$ cat src/rtl/vdsq_pkg.sv
package vdsq_pkg;
  parameter int QCODE_W = 6;
  parameter logic [QCODE_W-1:0] QCODE_RESET = 6'd16;
  parameter int NUM_SW = 2;
  typedef enum int {SW_HIGH = 0, SW_LOW = 1} sw_idx_e;
  typedef struct packed {
    logic [QCODE_W-1:0] code;
    logic               blank;
  } qual_cfg_t;
endpackage

$ cat src/rtl/vdsq_channel.sv
module vdsq_channel #(
  parameter int CNT_W = 8
) (
  input  logic             clk,
  input  logic             rst_n,
  input  logic             gate_on,
  input  logic             vds_hi,
  input  logic             blank_mode,
  input  logic [CNT_W-1:0] qual_cyc,
  input  logic             clr,
  output logic             fault
);
  logic [CNT_W-1:0] cnt;
  logic             hit;

  // a hit needs the gate on, the comparator high and the window met
  assign hit = gate_on && vds_hi && (cnt >= qual_cyc);

  always_ff @(posedge clk) begin
    if (!rst_n) begin
      cnt   <= '0;
      fault <= 1'b0;
    end else begin
      if (!gate_on)
        cnt <= '0;
      else if (!blank_mode && !vds_hi)
        cnt <= '0;
      else if (cnt < qual_cyc)
        cnt <= cnt + 1'b1;

      if (hit)
        fault <= 1'b1;
      else if (clr)
        fault <= 1'b0;
    end
  end

  // a fault only rises after a gate-on comparator sample
  p_rise_needs_gate_r5: assert property (@(posedge clk) disable iff (!rst_n)
    $rose(fault) |-> $past(gate_on && vds_hi));
  // latched until a clear
  p_hold_until_clr_r6: assert property (@(posedge clk) disable iff (!rst_n)
    (fault && !clr) |=> fault);
  // debounce restarts on a low sample
  p_debounce_restart_r4: assert property (@(posedge clk) disable iff (!rst_n)
    (gate_on && !blank_mode && !vds_hi) |=> (cnt == '0));
endmodule

$ cat src/rtl/vdsq_rst_decode.sv
module vdsq_rst_decode #(
  parameter int MIN_CYC   = 10,
  parameter int SLEEP_CYC = 600
) (
  input  logic clk,
  input  logic rst_n,
  input  logic pin_n,
  output logic clr,
  output logic sleep_req
);
  localparam int LO_W = $clog2(SLEEP_CYC + 1);

  logic            sync1, sync2;
  logic [LO_W-1:0] lo_cnt;

  always_ff @(posedge clk) begin
    if (!rst_n) begin
      sync1     <= 1'b1;
      sync2     <= 1'b1;
      lo_cnt    <= '0;
      clr       <= 1'b0;
      sleep_req <= 1'b0;
    end else begin
      sync1 <= pin_n;
      sync2 <= sync1;
      if (!sync2) begin
        if (lo_cnt < LO_W'(SLEEP_CYC))
          lo_cnt <= lo_cnt + 1'b1;
      end else begin
        lo_cnt <= '0;
      end
      clr       <= sync2 && (lo_cnt >= LO_W'(MIN_CYC));
      sleep_req <= !sync2 && (lo_cnt >= LO_W'(SLEEP_CYC));
    end
  end

  // the clear is a single-cycle pulse
  p_clr_single_r8: assert property (@(posedge clk) disable iff (!rst_n)
    clr |=> !clr);
  // sleep and clear never coincide
  p_sleep_excl_r9: assert property (@(posedge clk) disable iff (!rst_n)
    !(clr && sleep_req));
  // sleep rises only after the full low time
  p_sleep_late_r9: assert property (@(posedge clk) disable iff (!rst_n)
    $rose(sleep_req) |-> $past(lo_cnt >= LO_W'(SLEEP_CYC)));
endmodule

$ cat src/rtl/vdsq_top.sv
module vdsq_top
  import vdsq_pkg::*;
#(
  parameter int CLK_PER_STEP  = 2,
  parameter int RST_MIN_CYC   = 10,
  parameter int RST_SLEEP_CYC = 600
) (
  input  logic               clk,
  input  logic               rst_n,
  input  logic               cfg_load,
  input  logic [QCODE_W-1:0] cfg_code,
  input  logic               cfg_blank,
  input  logic [NUM_SW-1:0]  gate_on,
  input  logic [NUM_SW-1:0]  vds_hi,
  input  logic               resetn_pin,
  output logic [NUM_SW-1:0]  fault,
  output logic               fault_any,
  output logic               drive_disable,
  output logic               sleep_req
);
  localparam int CNT_W = QCODE_W + $clog2(CLK_PER_STEP) + 1;

  qual_cfg_t        cfg_q;
  logic [CNT_W-1:0] qual_cyc;
  logic             clr;

  always_ff @(posedge clk) begin
    if (!rst_n) begin
      cfg_q.code  <= QCODE_RESET;
      cfg_q.blank <= 1'b1;
    end else if (cfg_load) begin
      cfg_q.code  <= cfg_code;
      cfg_q.blank <= cfg_blank;
    end
  end

  assign qual_cyc = CNT_W'(cfg_q.code) * CNT_W'(CLK_PER_STEP);

  for (genvar i = 0; i < NUM_SW; i++) begin : g_sw
    vdsq_channel #(.CNT_W(CNT_W)) u_ch (
      .clk        (clk),
      .rst_n      (rst_n),
      .gate_on    (gate_on[i]),
      .vds_hi     (vds_hi[i]),
      .blank_mode (cfg_q.blank),
      .qual_cyc   (qual_cyc),
      .clr        (clr),
      .fault      (fault[i])
    );
  end

  vdsq_rst_decode #(.MIN_CYC(RST_MIN_CYC), .SLEEP_CYC(RST_SLEEP_CYC)) u_rst (
    .clk       (clk),
    .rst_n     (rst_n),
    .pin_n     (resetn_pin),
    .clr       (clr),
    .sleep_req (sleep_req)
  );

  assign fault_any     = |fault;
  assign drive_disable = fault_any;

  // any latched fault keeps the flag up until a clear
  p_flag_hold_r6: assert property (@(posedge clk) disable iff (!rst_n)
    (fault_any && !clr) |=> fault_any);
endmodule

$ cat config.mk
export PLATFORM = sky130hd
export DESIGN_NAME = vdsq_top
export DESIGN_NICKNAME = d
export VERILOG_FILES = /design/src/rtl/vdsq_pkg.sv /design/src/rtl/vdsq_channel.sv /design/src/rtl/vdsq_rst_decode.sv /design/src/rtl/vdsq_top.sv
export SDC_FILE = /design/constraint.sdc
export NUM_CORES = 1
export LEC_CHECK = 0
export ABC_CLOCK_PERIOD_IN_PS = 3400
export BUFFER_PORTS_ARGS = -buffer_cell sky130_fd_sc_hd__buf_4
export CORE_ASPECT_RATIO = 2
export CORE_UTILIZATION = 55
export CTS_CLUSTER_DIAMETER = 80
export DETAILED_ROUTE_END_ITERATION = 10
export GPL_ROUTABILITY_DRIVEN = 1
export PLACE_DENSITY = 0.84
export SLEW_MARGIN = 5
export SYNTH_ARGS = -nofsm -noshare
export SYNTH_HDL_FRONTEND = slang
export SYNTH_SLANG_ARGS = --single-unit
$ cat constraint.sdc
create_clock -name clk -period 3.4 [get_ports clk]
set_clock_uncertainty 0.05 [all_clocks]
set_input_delay 1.02 -clock clk [delete_from_list [all_inputs] [get_ports clk]]
set_output_delay 1.02 -clock clk [all_outputs]
set_load 0.05 [all_outputs]
==> results.ini, run 1 <==
[run_status]
outcome=completed

[clock_network]
root_buffer=clkbuf_8
htreeDepth=2
cts_sinks=39
holdBufCountCts=0
path_clk_slew_ns=0.07
cts_tree=yes
post-cts-setup-buffers=0
cts_inserted_buffers=5
clock_latency_ns=0.29
cts_max_path_buffers=2
cts_resized=0

[synth]
ys.warnings.count=0
yosysUniqueCellTypes=41
netlist_top_cells_count=dfxtp_1, ha_1, a21oi_1
synthCells=224
synth.avg_cell_area_um2=9.12
synthTopCellsByArea=dfxtp_1, ha_1, mux2i_1
yosysTopAreaCell=dfxtp_1
synth_top_area_share_pct=38.2
synth_adder_area_share_pct=9.80
yosysMostFrequentCell=dfxtp_1
synthXorXnorAreaFrac_pct=2.14
synth_area_um2=2040
synthArstFlopShare_pct=0
syn-num-nets=255
synth-seq-cells=39
synth_top_family_by_area=simple AND/OR/NAND/NOR gates
synth-simple-area-share_pct=21.0
synthMuxAreaShare_pct=4.41
synth-compound-area-share_pct=20.5
synth_ff_type=dfxtp_1
ys_seq_area_share_pct=38.2
synth_edf_count=0

[power_and_ir_drop]
p_leak_uw=0.000964
ir_drop_mv=0.289
p_int_uw=663
power_uw=879
p_per_area_nw_per_um2=384
p_comb_share_pct=9.8
p_switching_uw=216
seq_power_share_pct=53.9
sw_frac_of_total_pct=24.5
clockPowerShare_pct=36.3

[setup_path]
max_stage_delay_ns=0.33
required_ns=2.33
path_max_fanout=3
crit_arrival_ns=1.12
crit_type=reg2out
endpoint_kind=output port
crit_path_start_kind=flop
worstPathCellList=or2_2, buf_4
critPathSlowestCell=dfxtp_1

[sta]
slew_violations=0
min_period_ns=2.19
hold_viol=0
fin_crit_sh_pct=64.4
whs_ns=0.361
fmax_ghz=0.456
setup_slack_ns=1.21
tightest_slew_ns=0.610
finalSetupViolCount=0
fin_setup_tns_ns=0
slew_headroom_pct=59.1
rsz0062_at_grt=false

[layout]
antennaDiodeCount=0
drive_above_1_share_pct=11.9
syn2layout_area_growth_pct=12.1
num-nets-final=274

[drt]
drc=0
wl_per_cell_um=14.8
postRouteAntennaNets=0
via_per_inst=6.04
drtPass1Iterations=4
postRouteWirelength_um=4330
drtIter0Drc=33
vias=1765

[global_route]
antenna_found_initial=0
first_global_vias=1694
grt_pass1_wl_um=6960
grt_max_degree=18
overflow=0
grt.total_usage_pct=23.8

[die]
die_y_um=88.2
boundaryPins=20
core_um2=3570
fp.dieW_um=45.1
die_area_um2=3980
initial_core_util_pct=57.2
rows=31

[run]
cap_violations=0

[placement]
place.gp.congestion=0.845
place_ws_ns=1.34
dp_hpwl_um=3340
port_buffers=19

[min_path]
hold_class=reg2reg

==> layout by cell type (no fill, tap or decap), drive strengths merged, types with 7 or more instances in the layout <==
cell type  count
inv            9
buf           19
nand2b         8
nand3          7
o211ai         8
a21oi         16
nor2          11
dfxtp         39
o21ai          7
mux2i          9
ha            16
nand2         13
==> stage by stage <==
stage,cells,util [%],cell area (um2)
floorplan,224,-,2040
finish,292,64.1,2290
detailed placement,285,61.7,2200
global route,292,64.1,2290
CTS,292,64.1,2290
global placement,285,61.7,2200
==> area by class of cell <==
cell class                      instances  area [um2]
Inverter                                9        33.8
Timing Repair Buffer                   19         143
Clock buffer                            6        82.6
Multi-Input combinational cell        169        1180
Tap cell                               49        61.3
Clock inverter                          1        5.00
Sequential cell                        39         781
Fill cell                             329        1280
==> power by group through the flow <==
stage	sequential, uW	combinational (uW)	clock [uW]
CTS	474	86.9	322
global route	475	95.1	340
finish	474	86.5	319
detailed placement	484	86.2	0
global placement	484	83.7	0
floorplan	482	58.9	0
==> worst paths after layout <==
kind | start | slack [ns] | cells past startpoint | end
setup / recovery | g_sw[1].u_ch.fault | 1.21 | 2 | drive_disable
hold / removal | u_rst.sync1 | 0.36 | 1 | u_rst.sync2
setup reg to reg | cfg_q[5] | 1.33 | 6 | g_sw[1].u_ch.cnt[4]
hold reg to reg | u_rst.sync1 | 0.36 | 1 | u_rst.sync2
==> flip-flops by register name (all words and copies together), names as in the netlist <==
register and count:
u_rst.sync1 1, g_sw.u_ch.fault 2, u_rst.lo_cnt 10, cfg_q 7, u_rst.sync2 1, u_rst.clr 1, g_sw.u_ch.cnt 16, u_rst.sleep_req 1
==> worst max-delay path, delay by kind of cell, from the launching register on <==
family                 cells  cell delay [ns]
buffers and inverters      1             0.19
flip-flops                 1             0.33
AND/OR/NAND/NOR            1             0.31
==> cells by family after synthesis <==
group,after synthesis
fa+ha+maj,16
flops,39
buf+inv,16
compound gates,62
mux,9
xor+xnor,5
simple gates,77
==> routing by layer <==
layer  GRT usage (%)  part of all wire, %
met5               0                    0
met3            4.74                  2.2
met1            21.0                   37
met2            45.6                   57
met4            14.0                  3.9
(Power assumes the default switching activity.)
==> inputs of run 2 (changes only) <==
--- a/config.mk
+++ b/config.mk
@@ -5,7 +5,7 @@
 export SDC_FILE = /design/constraint.sdc
 export NUM_CORES = 1
 export LEC_CHECK = 0
-export ABC_CLOCK_PERIOD_IN_PS = 3400
+export ABC_CLOCK_PERIOD_IN_PS = 2110
 export BUFFER_PORTS_ARGS = -buffer_cell sky130_fd_sc_hd__buf_4
 export CORE_ASPECT_RATIO = 2
 export CORE_UTILIZATION = 55
==> constraint.sdc (replaced) <==
create_clock -name clk -period 2.11 [get_ports clk]
set_clock_uncertainty 0.05 [all_clocks]
set_input_delay 0.633 -clock clk [delete_from_list [all_inputs] [get_ports clk]]
set_output_delay 0.633 -clock clk [all_outputs]
set_load 0.05 [all_outputs]
==> results.ini, run 2 (synthesis results as in run 1) <==
[clock_network]
cts_inserted_buffers=5
cts_tree=yes
root_buffer=clkbuf_8
cts_sinks=39
path_clk_slew_ns=0.08
cts_max_path_buffers=2
htreeDepth=2
holdBufCountCts=0
clock_latency_ns=0.29

[placement]
port_buffers=19
dp_hpwl_um=3480
place_inst=290
place.gp.congestion=0.892

[drt]
drtPass1Iterations=4
via_per_inst=5.93
postRouteAntennaNets=0
wl_per_cell_um=15.4
drtIter0Drc=32
vias=1774
postRouteWirelength_um=4590
drc=0

[layout]
layout_commonest_cell=dfxtp_1
num-nets-final=280
drive_above_1_share_pct=16.4
largest_register=g_sw.u_ch.cnt
final_cell_mix=dfxtp_1, buf_4, ha_1
final_cells=299
n_fill_cell=302
antennaDiodeCount=0
syn2layout_area_growth_pct=17.2
reg.largest.list=g_sw.u_ch.cnt: 16 flops, u_rst.lo_cnt: 10 flops, cfg_q: 7 flops
largest_register_ffs=16

[min_path]
hold_class=reg2reg

[die]
core_um2=3570
die_area_um2=3980
boundaryPins=20
rows=31
die_y_um=88.2
initial_core_util_pct=57.2
fp.dieW_um=45.1

[sta]
tightest_slew_ns=0.463
fin_setup_tns_ns=0
fin_crit_sh_pct=96.7
fmax_ghz=0.490
slew_headroom_pct=69.1
hold_viol=0
finalSetupViolCount=0
slew_violations=0
rsz0062_at_grt=false
min_period_ns=2.04

[run]
cap_violations=0

[setup_path]
path_max_fanout=10
crit_path_start_kind=flop
max_stage_delay_ns=0.47
crit_type=reg2reg
endpoint_kind=flop
required_ns=2.28
critPathSlowestCell=or4_1
worstPathCellList=inv_1, ha_1, a21o_1, a211o_4, or4_1, a21oi_1
crit_arrival_ns=2.21

[power_and_ir_drop]
p_leak_uw=0.00101
p_per_area_nw_per_um2=648
ir_drop_mv=0.531

[global_route]
grt_pass1_wl_um=7470
grt.total_usage_pct=25.3
antenna_found_initial=0
first_global_vias=1707
grt_max_degree=18
overflow=0

[run_status]
outcome=completed

==> run 2: timing repair <==
action,4_1_cts,5_1_grt
setup endpoints to repair,0,4
setup buffers,0,1
resized for setup,0,6
==> run 2: worst paths after layout <==
path / startpoint / endpoint / slack (ns) / depth (start not counted)
worst max-delay path: cfg_q[5] / g_sw[1].u_ch.cnt[6] / 0.07 / 6
worst max register to register: cfg_q[5] / g_sw[1].u_ch.cnt[6] / 0.07 / 6
worst min-delay path: u_rst.sync1 / u_rst.sync2 / 0.37 / 1
worst min register to register: u_rst.sync1 / u_rst.sync2 / 0.37 / 1
==> run 2: stage by stage <==
stage / area, um2 / power [uW] / hold WS, ns / setup WS (ns) / utilization (%)
6_report: 2390 / 1550 / 0.374 / 0.0693 / 67.0
5_1_grt: 2390 / 1610 / 0.399 / 0.00621 / 67.0
4_1_cts: 2360 / 1560 / 0.379 / 0.0323 / 66.0
3_5_place_dp: 2240 / 924 / 0.356 / 0.0601 / 62.7
3_3_place_gp: 2240 / 918 / 0.348 / 0.148 / 62.7
2_1_floorplan: 2040 / 872 / 0.336 / 0.178 / -
==> run 2: area by class of cell <==
class / count / area [um2] / area share [%]
inverter: 9 / 33.8 / 1.41
clock inverter: 2 / 35.0 / 1.46
timing repair buffer: 25 / 188 / 7.85
multi-input combinational: 169 / 1210 / 50.6
clock buffer: 6 / 82.6 / 3.45
sequential: 39 / 781 / 32.6
tap: 49 / 61.3 / 2.56
==> run 2: layer usage <==
layer	track usage, %	share of wire, %	up-vias	wire [um]
li1	-	-	880	-
met1	25.4	38	845	1740
met2	46.1	56	34	2570
met3	4.12	2.2	15	101
met4	14.6	3.9	0	180
met5	0	0	-	0
==> run 2: worst max-delay path, delay by kind of cell, from the launching register on <==
| family | cells | cell delay, ns |
|---|---|---|
| and+or+nand+nor | 1 | 0.47 |
| AOI/OAI and AO/OA | 3 | 0.72 |
| adders and majority gates | 1 | 0.31 |
| DFF | 1 | 0.34 |
| buffers and inverters | 1 | 0.07 |
==> run 2: power by group <==
part	total [uW]	switching (uW)	internal [uW]	leakage, uW
combinational	145	81.3	63.5	0.000631
clock	641	259	383	0.0000612
sequential	765	13.3	752	0.000317
total	1550	353	1200	0.00101
